[config.mk]
export PLATFORM = sky130hd
export DESIGN_NAME = csx_adder
export DESIGN_NICKNAME = d
export VERILOG_FILES = /design/src/rtl/csx_pkg.sv /design/src/rtl/csx_ripple.sv /design/src/rtl/csx_inc.sv /design/src/rtl/csx_section.sv /design/src/rtl/csx_adder.sv
export SDC_FILE = /design/constraint.sdc
export NUM_CORES = 1
export LEC_CHECK = 0
export ABC_AREA = 1
export BUFFER_PORTS_ARGS = -buffer_cell sky130_fd_sc_hd__buf_2
export CORE_UTILIZATION = 28
export DETAILED_ROUTE_END_ITERATION = 12
export SLEW_MARGIN = 20
export SYNTH_ARGS = -nofsm -noshare
export SYNTH_HDL_FRONTEND = slang
export SYNTH_SLANG_ARGS = --single-unit
export TNS_END_PERCENT = 1
[constraint.sdc]
create_clock -name vclk -period 6.2
set_clock_uncertainty 0.2 [all_clocks]
set_input_delay 0.31 -clock vclk [all_inputs]
set_output_delay 0.31 -clock vclk [all_outputs]
set_load 0.01 [all_outputs]
[src/rtl/csx_pkg.sv]
package csx_pkg;
  localparam int unsigned CSX_WIDTH = 32;
  localparam int unsigned CSX_NSEC  = 7;
  typedef int unsigned csx_secw_t [CSX_NSEC];
  localparam csx_secw_t CSX_SEC_W = '{2, 2, 3, 4, 5, 6, 10};
endpackage

[src/rtl/csx_ripple.sv]
module csx_ripple #(
  parameter int unsigned W = 4
) (
  input  logic [W-1:0] x,
  input  logic [W-1:0] y,
  input  logic         ci,
  output logic [W-1:0] s,
  output logic         co
);
  logic [W:0] c;
  assign c[0] = ci;
  for (genvar i = 0; i < W; i++) begin : g_fa
    assign s[i]   = x[i] ^ y[i] ^ c[i];
    assign c[i+1] = (x[i] & y[i]) | (c[i] & (x[i] ^ y[i]));
  end
  assign co = c[W];
endmodule

[src/rtl/csx_inc.sv]
module csx_inc #(
  parameter int unsigned W = 5
) (
  input  logic [W-1:0] d,
  output logic [W-1:0] q
);
  // ones_below[i] is high when every bit under position i is set
  logic [W-1:0] ones_below;
  assign ones_below[0] = 1'b1;
  for (genvar i = 1; i < W; i++) begin : g_and
    assign ones_below[i] = ones_below[i-1] & d[i-1];
  end
  assign q = d ^ ones_below;
endmodule

[src/rtl/csx_section.sv]
module csx_section #(
  parameter int unsigned W     = 4,
  parameter bit          FIRST = 1'b0
) (
  input  logic [W-1:0] x,
  input  logic [W-1:0] y,
  input  logic         ci,
  output logic [W-1:0] s,
  output logic         co
);
  if (FIRST) begin : g_plain
    csx_ripple #(.W(W)) u_rca (.x(x), .y(y), .ci(ci), .s(s), .co(co));
  end else begin : g_select
    logic [W-1:0] s_zero;
    logic         c_zero;
    logic [W:0]   bumped;
    csx_ripple #(.W(W)) u_rca (.x(x), .y(y), .ci(1'b0), .s(s_zero), .co(c_zero));
    csx_inc #(.W(W+1)) u_inc (.d({c_zero, s_zero}), .q(bumped));
    assign {co, s} = ci ? bumped : {c_zero, s_zero};
  end
endmodule

[src/rtl/csx_adder.sv]
module csx_adder
  import csx_pkg::*;
#(
  parameter int unsigned WIDTH = CSX_WIDTH,
  parameter csx_secw_t   SEC_W = CSX_SEC_W
) (
  input  logic [WIDTH-1:0] a,
  input  logic [WIDTH-1:0] b,
  input  logic             cin,
  output logic [WIDTH-1:0] sum,
  output logic             cout
);
  function automatic int unsigned lo_of(input int unsigned k);
    int unsigned acc = 0;
    for (int unsigned i = 0; i < k; i++) acc += SEC_W[i];
    return acc;
  endfunction

  // carry leaving each section; sec_cy[k] feeds section k+1
  logic [CSX_NSEC-1:0] sec_cy;

  for (genvar k = 0; k < CSX_NSEC; k++) begin : g_sec
    localparam int unsigned LO = lo_of(k);
    localparam int unsigned SW = SEC_W[k];
    logic carry_in;
    if (k == 0) begin : g_c0
      assign carry_in = cin;
    end else begin : g_cn
      assign carry_in = sec_cy[k-1];
    end
    csx_section #(.W(SW), .FIRST(k == 0)) u_sec (
      .x (a[LO +: SW]),
      .y (b[LO +: SW]),
      .ci(carry_in),
      .s (sum[LO +: SW]),
      .co(sec_cy[k])
    );
  end

  assign cout = sec_cy[CSX_NSEC-1];
endmodule

# Yosys cells after proc, flatten, opt, wreduce, memory -nomap -nowiden
# Index checks and enable logic that the tools add are counted.
# word_totals
regBits	0
latch_bits	0
ramBits	0
mem_bits_ro	0
in_bits	65
output_inout_bits	33
elab_cells	178
memories	0
# classes
add_sub_neg	0
mul	0
n_div	0
magnitude_cmp	0
eq_ne	0
n_shift	0
muxes	6
bitwise_logic	172
reduce_logical	0
# op_table
operator	count
1-bit bitwise AND	82
1-bit bitwise XOR	58
1-bit bitwise OR	26
11-bit 2-to-1 mux	1
11-bit bitwise XOR	1
7-bit 2-to-1 mux	1
7-bit bitwise XOR	1
6-bit 2-to-1 mux	1
6-bit bitwise XOR	1
5-bit 2-to-1 mux	1
5-bit bitwise XOR	1
4-bit 2-to-1 mux	1
4-bit bitwise XOR	1
3-bit 2-to-1 mux	1
3-bit bitwise XOR	1

# Depth between registers and ports, before layout
# depth
ltp_word	21
mapped_depth	18
depth_no_buf	18

# By module
# Synthesis repeated with hierarchy kept, for this count alone.
# hier_totals
hier_cells	281
area_unflattened_um2	1804.2
# modules_own_cells
module	instances	cells_per_inst	area_each_um2	seq_area_each_um2
csx_ripple (g_sec[6].u_sec.g_select.u_rca)	1	20	237.7	0.0
csx_ripple (g_sec[5].u_sec.g_select.u_rca)	1	16	157.7	0.0
csx_section (g_sec[6].u_sec)	1	37	150.1	0.0
csx_ripple (g_sec[0].u_sec.g_plain.u_rca ...)	2	10	70.1	0.0
csx_ripple (g_sec[4].u_sec.g_select.u_rca)	1	15	137.6	0.0
csx_inc (g_sec[6].u_sec.g_select.u_inc)	1	15	135.1	0.0
csx_ripple (g_sec[3].u_sec.g_select.u_rca)	1	14	117.6	0.0
csx_ripple (g_sec[2].u_sec.g_select.u_rca)	1	13	97.6	0.0
csx_section (g_sec[5].u_sec)	1	24	97.6	0.0
csx_inc (g_sec[5].u_sec.g_select.u_inc)	1	11	85.1	0.0
csx_section (g_sec[4].u_sec)	1	20	75.1	0.0
csx_inc (g_sec[4].u_sec.g_select.u_inc)	1	10	72.6	0.0
csx_section (g_sec[3].u_sec)	1	17	63.8	0.0
csx_inc (g_sec[3].u_sec.g_select.u_inc)	1	9	60.1	0.0
4 more rows	--	--	--	--

# Worst setup path before layout
# OpenSTA, ideal clock, no wires.
# synth_path
path_type	input to output
from	input port a[22]
to	output port cout
arrival_ps	4378
required_ps	5690
path_slack_ps	1312
cell_stages	18
n_path_buf	0
cell_sequence	ha_1 -> inv_1 -> fa_1 -> fa_1 -> fa_1 -> fa_1 -> fa_1 -> fa_1 -> fa_1 -> inv_1 -> fa_1 -> inv_1 -> fa_1 -> inv_1 -> ha_1 -> xnor2_1 -> nand3_1 -> nand2_1
# synth_via
elab_chain_len	21
elab_cells_between_ends	40
cone_classes	mux (1); bitwise (39)
# synth_lines
element	line_no	rtl
start: declaration	csx_adder.sv:7	input logic [WIDTH-1:0] a,
1-bit bitwise AND (2 in a row)	csx_ripple.sv:14	assign c[i+1] = (x[i] & y[i]) | (c[i] & (x[i] ^ y[i]));
1-bit bitwise OR	csx_ripple.sv:14	
1-bit bitwise AND	csx_ripple.sv:14	
1-bit bitwise OR	csx_ripple.sv:14	
1-bit bitwise AND	csx_ripple.sv:14	
1-bit bitwise OR	csx_ripple.sv:14	
1-bit bitwise AND	csx_ripple.sv:14	
1-bit bitwise OR	csx_ripple.sv:14	
[... 4 more ...]	--	
1-bit bitwise AND	csx_ripple.sv:14	
1-bit bitwise OR	csx_ripple.sv:14	
1-bit bitwise AND	csx_ripple.sv:14	
1-bit bitwise OR	csx_ripple.sv:14	
1-bit bitwise AND / 1-bit bitwise XOR (equally long branches)	csx_ripple.sv:14, csx_ripple.sv:13	
1-bit bitwise OR / 1-bit bitwise AND (equally long branches)	csx_ripple.sv:14, csx_inc.sv:11	
11-bit bitwise XOR	csx_inc.sv:13	assign q = d ^ ones_below;
11-bit 2-to-1 mux (*)	csx_section.sv:19	assign {co, s} = ci ? bumped : {c_zero, s_zero};
end: declaration	csx_adder.sv:11	output logic cout
# Mark *: on every way between the ends. The rest lies on a longest branch, timed or not.

# Worst setup path after layout
# Same ends and word-level chain as after synthesis.

==> results.sh <==
export IMPL_crit_top_cell="fa_1"
export IMPL_clock_buffers=0
export IMPL_row_count=30
export IMPL_finalCritPeriodShare_pct=83.5
export IMPL_drc=0
export IMPL_maxSlewViolCount=0
export IMPL_worst_path_max_fanout=2
export IMPL_stdcell_area_sq_mm=0.00248
export IMPL_start_kind="primary input"
export IMPL_synth_cells=236
export IMPL_placed_cell_area_sq_mm=0.00248
export IMPL_leakage_nw=1.56
export IMPL_p_per_area_mw_per_mm2=160
export IMPL_avgViaCountPerCell=4.14
export IMPL_setup_ws_ps=1030
export IMPL_port_buffers=98
export IMPL_yosysWarnings=0
export IMPL_cp_slowest_stage_delay_ps=470
export IMPL_cts_resized=0
export IMPL_min_delay_start="b[1]"
export IMPL_diodes=0
export IMPL_core_sq_mm=0.00676
export IMPL_finalHoldViolations=0
export IMPL_drive_above_1_share_pct=42.2
export IMPL_power_mw=0.397
export IMPL_holdPathEnd="sum[1]"
export IMPL_slew_headroom_pct=77.4
export IMPL_max_cap_viol_count=0
export IMPL_end_kind="primary output"
export IMPL_dp_hpwl_mm=3.62
export IMPL_pre_cts_ws_ps=962
export IMPL_routabilityCongestion=0.732
export IMPL_seq_area_sq_um=0
export IMPL_die_h_um=85.4
export IMPL_die_w_um=85.4
export IMPL_dr_pass1_iters=4
export IMPL_drt_first_iter_violations=22
export IMPL_worstSetupPathType="primary input to primary output"
export IMPL_status="finished, final reports clean"
export IMPL_hold_path_class="primary input to primary output"
export IMPL_postCtsHoldBufs=0
export IMPL_ir_drop_mv=0.0519
export IMPL_tns_ps=0
export IMPL_seq_cell_count=0
export IMPL_wire_per_inst_um=9.33
export IMPL_yosysUniqueCellTypes=21
export IMPL_cp_top_family="adder cells"
export IMPL_period_minus_slack_ps=5170
export IMPL_hold_path_depth=3
export IMPL_cts_setup_buffers=0
export IMPL_path_cells="buf_2 > ha_1 > inv_1 > fa_1 > fa_1 > fa_1 > fa_1 > fa_1 > fa_1 > fa_1 > inv_1 > fa_1 > inv_1 > fa_1 > inv_1 > ha_1 > xnor2_1 > nand3_1 > nand2_1 > buf_2"
export IMPL_utilization_pct=36.8
export IMPL_die_area_sq_mm=0.00730
export IMPL_tightest_slew_ps=338
export IMPL_grt_max_degree=12
export IMPL_ant_nets=0
export IMPL_crit_required_ps=5690
export IMPL_nNetsFinal=452
export IMPL_worstPathArrival_ps=4660
export IMPL_grt_pass1_vias=1702
export IMPL_num_vias=1694
export IMPL_grtUsageTotal_pct=10.6
export IMPL_grt_remaining_overflow=0
export IMPL_syn_num_nets=357
export IMPL_wl_mm=3.81
export IMPL_area_growth_pct=27.4
export IMPL_rsz0062_at_grt="false"
export IMPL_io_pins=98
export IMPL_grt_pass1_wl_mm=6.66
export IMPL_fillers=725
export IMPL_critical_path_slowest_cell="fa_1"
export IMPL_max_freq_mhz=193
export IMPL_syn_area_per_cell_sq_um=8.26
export IMPL_yosysSeqAreaShare_pct=0
export IMPL_start_util_pct=28.9
export IMPL_finalSetupViolCount=0
export IMPL_synth_area_sq_mm=0.00195
export IMPL_critical_path_buf_inv_count=6
export IMPL_antenna_found_initial=0
## how the worst max path moves through the flow
stage / startpoint / end / slack [ps] / cells past startpoint
after floorplan: a[22] / cout / 1310 / 18
after global placement: a[22] / cout / 1060 / 20
after detailed placement: a[22] / cout / 960 / 20
after CTS: a[22] / cout / 970 / 20
after global routing: a[22] / cout / 720 / 20
final: a[22] / cout / 1030 / 20
## stage by stage
step           cells  hold WS, ps
2_1_floorplan    236          608
3_3_place_gp     409          772
3_5_place_dp     409          785
4_1_cts          409          786
5_1_grt          409          796
6_report         409          781
## cells in the final DEF (no fill, tap or decap), drive strengths merged
master / netlist / final
o21ai: 8 / 8
nand2: 37 / 37
nand3: 32 / 32
ha: 30 / 30
nor2: 2 / 2
buf: 5 / 98
xnor2: 4 / 4
xor2: 5 / 5
a21oi: 2 / 2
inv: 81 / 81
fa: 26 / 26
mux2: 4 / 4
## cells by family after synthesis
kind of cell	share of synthesized area [%]
AO/OA/AOI/OAI	2.57
XOR/XNOR	4.43
adder cells (fa/ha/maj)	46.0
buffers and inverters	18.5
multiplexers	2.31
AND/OR/NAND/NOR	26.3
## worst min-delay path: stages
cell and delay [ps]:
buf_2 90, fa_1 150, buf_2 120
## cells in the mapped netlist
library cell	number	area (sq um)
o21ai_0	4	20.0
nand2_4	4	45.0
nand3_4	1	17.5
ha_1	30	375
nand2_2	6	37.5
o21ai_1	4	20.0
nand3_1	8	40.0
mux2_2	3	33.8
inv_2	1	3.75
a21oi_1	2	10.0
xor2_1	4	35.0
xor2_2	1	16.3
nand2_1	25	93.8
nand3_2	23	230
nand2_8	2	40.0
nor2_1	2	7.51
xnor2_1	4	35.0
fa_1	26	521
inv_1	80	300
mux2_1	1	11.3
buf_6	5	56.3
## report_power, final
group	switching [mW]	internal (mW)	total, mW
logic	0.228	0.169	0.397
registers	0	0	0
clock network	0	0	0
## area by class of cell
| class | instances | area (sq um) | area share, % |
|---|---|---|---|
| Timing Repair Buffer | 98 | 490 | 19.7 |
| Multi-Input combinational cell | 150 | 1590 | 64.0 |
| Inverter | 81 | 304 | 12.2 |
| Tap cell | 80 | 100 | 4.03 |
## layer usage
layer / part of all wire (%) / GRT usage, %
met1: 43 / 12.8
met2: 53 / 21.8
met3: 4.0 / 0.389
met4: 0 / 0.152
met5: 0 / 0
Note: power is estimated with default switching activity, not from simulation.
